--- src/rtl/dac_if_pkg.sv ---
package dac_if_pkg;
  // synchronised control pins, packed for one synchroniser instance
  typedef struct packed {
    logic cs_n;
    logic rw;
    logic ld;
    logic rst_n;
    logic sel;
  } ctl_t;

  localparam int unsigned CTL_W = $bits(ctl_t);
  // idle pin levels: deselected, read, strobe high (no false edge), reset released
  localparam ctl_t CTL_IDLE = '{cs_n: 1'b1, rw: 1'b1, ld: 1'b1, rst_n: 1'b1, sel: 1'b0};
endpackage

--- src/rtl/dac_pin_sync.sv ---
module dac_pin_sync #(
  parameter int unsigned W      = 1,
  parameter int unsigned STAGES = 2,
  parameter logic [W-1:0] RST_VAL = '0
) (
  input  logic         clk_i,
  input  logic         rst_ni,
  input  logic [W-1:0] d_i,
  output logic [W-1:0] q_o
);
  logic [W-1:0] stg_q [STAGES];

  for (genvar s = 0; s < STAGES; s++) begin : g_stg
    always_ff @(posedge clk_i or negedge rst_ni) begin
      if (!rst_ni) stg_q[s] <= RST_VAL;
      else if (s == 0) stg_q[s] <= d_i;
      else stg_q[s] <= stg_q[(s == 0) ? 0 : s-1];
    end
  end

  assign q_o = stg_q[STAGES-1];
endmodule

--- src/rtl/dac_edge_det.sv ---
module dac_edge_det (
  input  logic clk_i,
  input  logic rst_ni,
  input  logic cs_n_i,
  input  logic ld_i,
  output logic cs_rise_o,
  output logic ld_rise_o
);
  logic cs_prev_q, ld_prev_q;

  always_ff @(posedge clk_i or negedge rst_ni) begin
    if (!rst_ni) begin
      cs_prev_q <= 1'b1;
      ld_prev_q <= 1'b1;
    end else begin
      cs_prev_q <= cs_n_i;
      ld_prev_q <= ld_i;
    end
  end

  assign cs_rise_o = cs_n_i & ~cs_prev_q;
  assign ld_rise_o = ld_i & ~ld_prev_q;
endmodule

--- src/rtl/dac_in_reg.sv ---
module dac_in_reg #(
  parameter int unsigned DATA_W = 16
) (
  input  logic              clk_i,
  input  logic              rst_ni,
  input  logic              cs_rise_i,
  input  logic              rw_i,
  input  logic [DATA_W-1:0] data_i,
  output logic [DATA_W-1:0] in_q_o
);
  always_ff @(posedge clk_i or negedge rst_ni) begin
    if (!rst_ni) in_q_o <= '0;
    else if (cs_rise_i && !rw_i) in_q_o <= data_i;
  end
endmodule

--- src/rtl/dac_out_reg.sv ---
module dac_out_reg #(
  parameter int unsigned DATA_W = 16
) (
  input  logic              clk_i,
  input  logic              rst_ni,
  input  logic              ld_rise_i,
  input  logic              dac_rst_n_i,
  input  logic              sel_mid_i,
  input  logic [DATA_W-1:0] in_q_i,
  output logic [DATA_W-1:0] code_o
);
  localparam logic [DATA_W-1:0] MID_CODE = {1'b1, {(DATA_W-1){1'b0}}};
  localparam logic [DATA_W-1:0] MIN_CODE = '0;

  always_ff @(posedge clk_i or negedge rst_ni) begin
    if (!rst_ni) code_o <= MIN_CODE;
    else if (!dac_rst_n_i) code_o <= sel_mid_i ? MID_CODE : MIN_CODE;
    else if (ld_rise_i) code_o <= in_q_i;
  end
endmodule

--- src/rtl/dac_par_if.sv ---
module dac_par_if
  import dac_if_pkg::*;
#(
  parameter int unsigned DATA_W      = 16,
  parameter int unsigned SYNC_STAGES = 2
) (
  input  logic              clk_i,
  input  logic              rst_ni,
  input  logic              cs_ni,
  input  logic              rw_i,
  input  logic [DATA_W-1:0] data_i,
  output logic [DATA_W-1:0] data_o,
  output logic              data_oe_o,
  input  logic              ld_i,
  input  logic              dac_rst_ni,
  input  logic              rst_sel_i,
  output logic [DATA_W-1:0] code_o
);
  ctl_t              pin_ctl, s_ctl;
  logic [CTL_W-1:0]  s_ctl_raw;
  logic [DATA_W-1:0] s_data;
  logic              cs_rise, ld_rise;
  logic [DATA_W-1:0] in_q;

  always_comb begin
    pin_ctl.cs_n  = cs_ni;
    pin_ctl.rw    = rw_i;
    pin_ctl.ld    = ld_i;
    pin_ctl.rst_n = dac_rst_ni;
    pin_ctl.sel   = rst_sel_i;
  end

  dac_pin_sync #(.W(CTL_W), .STAGES(SYNC_STAGES), .RST_VAL(CTL_IDLE)) u_ctl_sync (
    .clk_i(clk_i), .rst_ni(rst_ni), .d_i(pin_ctl), .q_o(s_ctl_raw)
  );
  assign s_ctl = ctl_t'(s_ctl_raw);

  // bus synchronised with the same depth so it lines up with the CS edge
  dac_pin_sync #(.W(DATA_W), .STAGES(SYNC_STAGES), .RST_VAL('0)) u_data_sync (
    .clk_i(clk_i), .rst_ni(rst_ni), .d_i(data_i), .q_o(s_data)
  );

  dac_edge_det u_edge (
    .clk_i(clk_i), .rst_ni(rst_ni), .cs_n_i(s_ctl.cs_n), .ld_i(s_ctl.ld),
    .cs_rise_o(cs_rise), .ld_rise_o(ld_rise)
  );

  dac_in_reg #(.DATA_W(DATA_W)) u_in_reg (
    .clk_i(clk_i), .rst_ni(rst_ni), .cs_rise_i(cs_rise), .rw_i(s_ctl.rw),
    .data_i(s_data), .in_q_o(in_q)
  );

  dac_out_reg #(.DATA_W(DATA_W)) u_out_reg (
    .clk_i(clk_i), .rst_ni(rst_ni), .ld_rise_i(ld_rise), .dac_rst_n_i(s_ctl.rst_n),
    .sel_mid_i(s_ctl.sel), .in_q_i(in_q), .code_o(code_o)
  );

  assign data_oe_o = ~s_ctl.cs_n & s_ctl.rw;
  assign data_o    = data_oe_o ? in_q : '0;
endmodule

--- config.mk ---
export PLATFORM = sky130hd
export DESIGN_NAME = dac_par_if
export DESIGN_NICKNAME = d
export VERILOG_FILES = /design/src/rtl/dac_if_pkg.sv /design/src/rtl/dac_pin_sync.sv /design/src/rtl/dac_edge_det.sv /design/src/rtl/dac_in_reg.sv /design/src/rtl/dac_out_reg.sv /design/src/rtl/dac_par_if.sv
export SDC_FILE = /design/constraint.sdc
export NUM_CORES = 1
export LEC_CHECK = 0
export ABC_AREA = 1
export BUFFER_PORTS_ARGS = -buffer_cell sky130_fd_sc_hd__buf_2
export CAP_MARGIN = 20
export CORE_AREA = 8 8 105 107
export CTS_CLUSTER_DIAMETER = 200
export CTS_CLUSTER_SIZE = 25
export DETAILED_ROUTE_END_ITERATION = 12
export DIE_AREA = 0 0 113 115
export HOLD_SLACK_MARGIN = 0.12
export PLACE_DENSITY = 0.51
export SLEW_MARGIN = 20
export SYNTH_ARGS = -nofsm -noshare
export SYNTH_HDL_FRONTEND = slang
export SYNTH_SLANG_ARGS = --single-unit
--- constraint.sdc ---
create_clock -name clk_i -period 1.5 [get_ports clk_i]
set_input_delay 0.45 -clock clk_i [delete_from_list [all_inputs] [get_ports clk_i]]
set_output_delay 0.45 -clock clk_i [all_outputs]
set_load 0.005 [all_outputs]
==> metrics, run 1 <==
first-pass GRT wire length=8750 um; core area=0.00946 sq mm; number of remaining DRC errors=0; largest family of logic cells by synthesized area=simple AND/OR/NAND/NOR gates; CP startpoint kind=flop; mux cell area share after synthesis=0; final net count=around 320; synthesized instance count=230; CP max-delay cell=dfstp_2; minimum clock period=~1.8 ns; most frequent cells in the layout=dfrtp_1, nand2_1, buf_2, nand3_1, inv_1; TritonCTS clock tree=yes; register clock-pin slew on the reported worst setup and hold paths=0.08 ns; Initial Util=0.287; share of layout cells above drive strength 1=0.359; DP Wirelength=3800 um; FMAX=0.554 GHz; H-tree depth=3; Crit Path Max Fanout=16; most common cell after layout, fill and taps aside=dfrtp_1; # port buffers=55; chip height=115 um; diode count=0; failing checks=setup timing; Leak=0.00177 uW; clk buf depth=2; Vias/cell=4.07; Switching Power=1050 uW; area grow syn2layout=25.6%; vias in the first global route=1740; sw frac=0.229; Worst path top cell family by delay=flip-flops; RSZ-0062 raised after global routing=true; Final Max Slew Viols=0; worst setup margin=-0.304 ns; register area share after synthesis=0.705; FP Rows=36; # IOs=56; Synthesized Nets=roughly 250; Post-Synth Simple-Gate Area=0.226; drt pass-1 iters=4; final-layout fill cell count=968; Gate power share=0.086; Yosys cell types=18; CP Class=reg2out; CP peak stage delay=0.54 ns; Die ar.=between 0.01 and 0.015 sq mm; synthesized flop and latch total=between 70 and 80; pin count of the biggest net entering global routing=35; Final Hold Viols=0; Synth warnings=0; pwr/cell area=1340 mW/mm^2; VDD IR max=393 uV; Initial DRC Count=49; CP endpoint kind=output port; die width=113 um; Pwr Total=4570 uW; GR Util All Layers=0.0876; vias after detailed routing=1675; Avg Synthesized Cell Area=11.8 sq um; Internal=3520 uW; Worst-Skew Late Latency=0.34 ns; mapped cell area=0.00272 sq mm; final cycle utilization of the critical path=1.20; run status=complete, but fails checks; Rel. slew slack=0.771; global route overflow=0; hold crit path type=in2reg; Arr. time, crit path=1.35 ns; Placer Congestion=0.702; Synth Area in Compound Gates=0; Synth Area in Adders=0; max_cap viols=0; worst slew pin tran=about 0.34 ns; Setup Skew=roughly 0.011 ns; initial antenna violation count=0; Clk network pwr share=0.410; Reg power frac=0.505; crit-path cells=inv_4, nor2_8, inv_8, nor2_1, buf_2; number of setup violations in the final report=17; Worst Path Required=1.05 ns; Hold WS=0.202 ns; CTS buffer count=9; drt wl/cell=12.6 um; clk sink count=76; CTS root buffer=clkbuf_8; XOR/XNOR Fraction of Synth Area=0; antenna viol nets, final=0; Buf/Inv on CP=3; DRT Wirelength=5200 um
[stage by stage]
step / setup WS (ns) / cell area, sq um / std cells / utilization / setup TNS, ns
after floorplan: 0.0796 / 2720 / 230 / - / 0
after global placement: 0.0252 / 3120 / 393 / 0.330 / 0
after detailed placement: -0.0131 / 3120 / 393 / 0.330 / -0.0158
after CTS: -0.332 / 3400 / 411 / 0.359 / -5.24
after global routing: -0.373 / 3410 / 412 / 0.361 / -5.82
final: -0.304 / 3410 / 412 / 0.361 / -4.63
[cells by family after synthesis]
kind of cell / Yosys count
buffers and inverters: 34
AND/OR/NAND/NOR: 120
flip-flops: 76
[sequential cells by signal, summed over array words and instances, names as in the netlist]
name               cells
u_ctl_sync.q_o         5
u_ctl_sync.stg_q       5
u_data_sync.q_o       16
u_data_sync.stg_q     16
u_edge.cs_prev_q       1
u_edge.ld_prev_q       1
u_in_reg.in_q_o       16
u_out_reg.code_o      16
[layout make-up]
| cell class | instances | area (sq um) | share of cell area |
|---|---|---|---|
| clock buffer | 10 | 138 | 0.0404 |
| clock inverter | 6 | 111 | 0.0326 |
| inverter | 22 | 92.6 | 0.0271 |
| multi-input combinational | 120 | 617 | 0.181 |
| sequential | 76 | 1910 | 0.561 |
| tap | 114 | 143 | 0.0418 |
| timing repair buffer | 64 | 395 | 0.116 |
[synth_stat cells (all sizes together)]
library cell   n  area (sq um)
nand2         54           205
buf           12          98.8
dfstp         10           263
nor2          18           136
nand3         32           173
nand4         16           100
inv           22          87.6
dfrtp         66          1650
[power by group through the flow]
stage / clock network (uW) / registers (uW) / logic [uW]
finish: 1870 / 2310 / 391
global placement: 0 / 2340 / 384
CTS: 1950 / 2310 / 402
detailed placement: 0 / 2350 / 392
global route: 2020 / 2330 / 450
floorplan: 0 / 2320 / 223
[repair_timing]
| item | CTS | global route |
|---|---|---|
| hold buffers | 1 | 0 |
| endpoints found under the hold margin | 15 | 0 |
| resized for setup | 4 | 1 |
| endpoints found under the setup margin | 17 | 17 |
| gates cloned | 0 | 0 |
| buffers inserted | 1 | 2 |
[worst paths after layout]
check | start | to | slack, ns | cells past startpoint
hold / removal | ld_i | u_ctl_sync.stg_q[7]$_DFF_PN1_ | 0.20 | 1
min in group asynchronous | rst_ni | u_ctl_sync.stg_q[5]$_DFF_PN0_ | 0.54 | 2
setup reg to reg | u_ctl_sync.q_o[4]$_DFF_PN1_ | u_in_reg.in_q_o[4]$_DFFE_PN0P_ | 0.20 | 4
setup / recovery | u_ctl_sync.q_o[3]$_DFF_PN1_ | data_o[1] | -0.30 | 5
max in group asynchronous | rst_ni | u_in_reg.in_q_o[4]$_DFFE_PN0P_ | 0.45 | 3
hold reg to reg | u_data_sync.stg_q[25]$_DFF_PN0_ | u_data_sync.q_o[9]$_DFF_PN0_ | 0.34 | 0
[worst reg2reg max path: cells and delay by family, from the launching register on]
| family | cells | cell delay, ns |
|---|---|---|
| buf+inv | 1 | 0.24 |
| simple gates | 3 | 0.37 |
| flops | 1 | 0.59 |
[metal layers]
| layer | vias to the layer above | track usage | share of wire | routed length [um] |
|---|---|---|---|---|
| li1 | 856 | - | - | - |
| met5 | - | 0 | 0 | 0 |
| met2 | 33 | 0.132 | 0.48 | 2490 |
| met1 | 776 | 0.105 | 0.46 | 2390 |
| met3 | 10 | 0.0221 | 0.033 | 171 |
| met4 | 0 | 0.0719 | 0.028 | 147 |
Note: power is estimated with default switching activity, not from simulation.
==> run 2: changes to the inputs <==
CTS_BUF_LIST = sky130_fd_sc_hd__clkbuf_16   (was default)
==> run 2 against run 1 <==
The flow still finishes with violations (setup timing). Non-clock buffer count is the same. First-iteration DRC count is 2.0% lower. Register-to-register slack barely moved. Routed wire length fell by 0.90%. Clock power grew 28%. Die area did not move. Via count fell by 0.48%. Highest routed layer unchanged.
==> metrics, run 2 (synthesis results as in run 1) <==
CP endpoint kind=output port (unchanged); clk sink count=76 (unchanged); Setup Skew=0.00715 ns (was 0.0110 ns); most frequent cells in the layout=dfrtp_1, nand2_1, buf_2, nand3_1, inv_1 (unchanged); # port buffers=55 (unchanged); die width=113 um (unchanged); post-layout util=0.370 (was 0.361); Hold WS=0.226 ns (was 0.202 ns); register clock-pin slew on the reported worst setup and hold paths=0.06 ns (was 0.08 ns); run status=complete, but fails checks (unchanged); Crit Path Max Fanout=16 (unchanged); DRT Wirelength=5150 um (was 5200 um); final net count=316 (unchanged); hold crit path type=in2reg (unchanged); drt wl/cell=12.5 um (was 12.6 um); TritonCTS clock tree=yes (unchanged); area grow syn2layout=29.0% (was 25.6%); Arr. time, crit path=1.32 ns (was 1.35 ns); # IOs=56 (unchanged); CP max-delay cell=dfstp_2 (unchanged); final cycle utilization of the critical path=1.18 (was 1.20); CTS buffer count=9 (unchanged); Die ar.=0.0130 sq mm (unchanged); pwr/cell area=1450 mW/mm^2 (was 1340 mW/mm^2); RSZ-0062 raised after global routing=true (unchanged); CP startpoint kind=flop (unchanged); minimum clock period=1.77 ns (was 1.80 ns); most common cell after layout, fill and taps aside=dfrtp_1 (unchanged); Final Hold Viols=0 (unchanged); chip height=115 um (unchanged); crit-path cells=inv_4, nor2_8, inv_8, nor2_1, buf_2 (unchanged); vias after detailed routing=1667 (was 1675); VDD IR max=438 uV (was 393 uV); DP Worst Slack=-0.0131 ns (unchanged); pin count of the biggest net entering global routing=35 (unchanged); global route overflow=0 (unchanged); Final Max Slew Viols=0 (unchanged); GR Util All Layers=0.0856 (was 0.0876); Buf/Inv on CP=3 (unchanged); Placer Congestion=0.702 (unchanged); number of remaining DRC errors=0 (unchanged); DP Wirelength=3800 um (unchanged); H-tree depth=3 (unchanged); CP peak stage delay=0.54 ns (about the same); worst setup margin=-0.275 ns (was -0.304 ns); Initial DRC Count=48 (was 49); failing checks=setup timing (unchanged); CTS root buffer=clkbuf_16 (was clkbuf_8); antenna viol nets, final=0 (unchanged); CP Class=reg2out (unchanged); vias in the first global route=1731 (was 1740); Worst path top cell family by delay=flip-flops (unchanged); diode count=0 (unchanged); Worst Path Required=1.05 ns (about the same); Vias/cell=4.05 (was 4.07); Rel. slew slack=0.766 (was 0.771); max_cap viols=0 (unchanged); Initial Util=0.287 (unchanged); clk buf depth=2 (unchanged); drt pass-1 iters=4 (unchanged); FP Rows=36 (unchanged); FMAX=0.563 GHz (was 0.554 GHz); share of layout cells above drive strength 1=0.356 (was 0.359); Leak=0.00181 uW (was 0.00177 uW); number of setup violations in the final report=17 (unchanged); worst slew pin tran=0.350 ns (was 0.343 ns); initial antenna violation count=0 (unchanged); Worst-Skew Late Latency=0.32 ns (was 0.34 ns); first-pass GRT wire length=8690 um (was 8750 um); core area=0.00946 sq mm (unchanged)
run 2: cell count changes in the layout (fill, tap and decap cells not counted), sizes merged:
cell	delta
clkinv	+1
clkbuf	-1
run 2: timing repair:
item,CTS,global route
endpoints found under the setup margin,17,17
setup buffers,1,2
hold buffers,1,0
resized for setup,4,1
endpoints found under the hold margin,15,0
gates cloned,0,0
run 2: worst reg2reg max path, cell delays in order, from the launching register on:
cell	delay [ns]
dfstp_2	0.58
buf_4	0.24
nand3_4	0.20
nand2_1	0.12
nand2_1	0.06
run 2: layer usage:
| metal | global-route usage | up-vias | routed length [um] | share of wire |
|---|---|---|---|---|
| met4 | 0.0560 | 0 | 78 | 0.015 |
| met3 | 0.0221 | 4 | 193 | 0.037 |
| met1 | 0.104 | 767 | 2360 | 0.46 |
| met2 | 0.133 | 39 | 2520 | 0.49 |
| li1 | - | 857 | - | - |
| met5 | 0 | - | 0 | 0 |
run 2: worst paths after layout:
kind	start	end	slack, ns	cells past startpoint
min in group asynchronous	rst_ni	u_ctl_sync.stg_q[5]$_DFF_PN0_	0.57	2
max reg2reg	u_ctl_sync.q_o[4]$_DFF_PN1_	u_in_reg.in_q_o[14]$_DFFE_PN0P_	0.20	4
min	ld_i	u_ctl_sync.stg_q[7]$_DFF_PN1_	0.23	1
min reg2reg	u_data_sync.stg_q[25]$_DFF_PN0_	u_data_sync.q_o[9]$_DFF_PN0_	0.34	0
max in group asynchronous	rst_ni	u_in_reg.in_q_o[4]$_DFFE_PN0P_	0.43	3
max	u_ctl_sync.q_o[3]$_DFF_PN1_	data_o[1]	-0.27	5
run 2: power breakdown:
part           total (uW)  internal (uW)  switching [uW]
registers            2310           2220            91.7
clock network        2390           1620             774
logic                 390            157             233
run 2: through the flow:
| stage | std cells | power (uW) | cell area [sq um] | setup TNS (ns) |
|---|---|---|---|---|
| 5_1_grt | 412 | 5320 | 3500 | -5.21 |
| 2_1_floorplan | 230 | 2550 | 2720 | 0 |
| 3_3_place_gp | 393 | 2730 | 3120 | 0 |
| 3_5_place_dp | 393 | 2740 | 3120 | -0.0158 |
| 4_1_cts | 411 | 5180 | 3490 | -4.53 |
| 6_report | 412 | 5090 | 3500 | -4.15 |
run 2: cell type report:
cell class | instances | area [sq um]
inverter | 22 | 92.6
tap | 114 | 143
multi-input combinational | 120 | 617
sequential | 76 | 1910
clock inverter | 7 | 115
timing repair buffer | 64 | 395
fill | 965 | 5960
clock buffer | 9 | 225
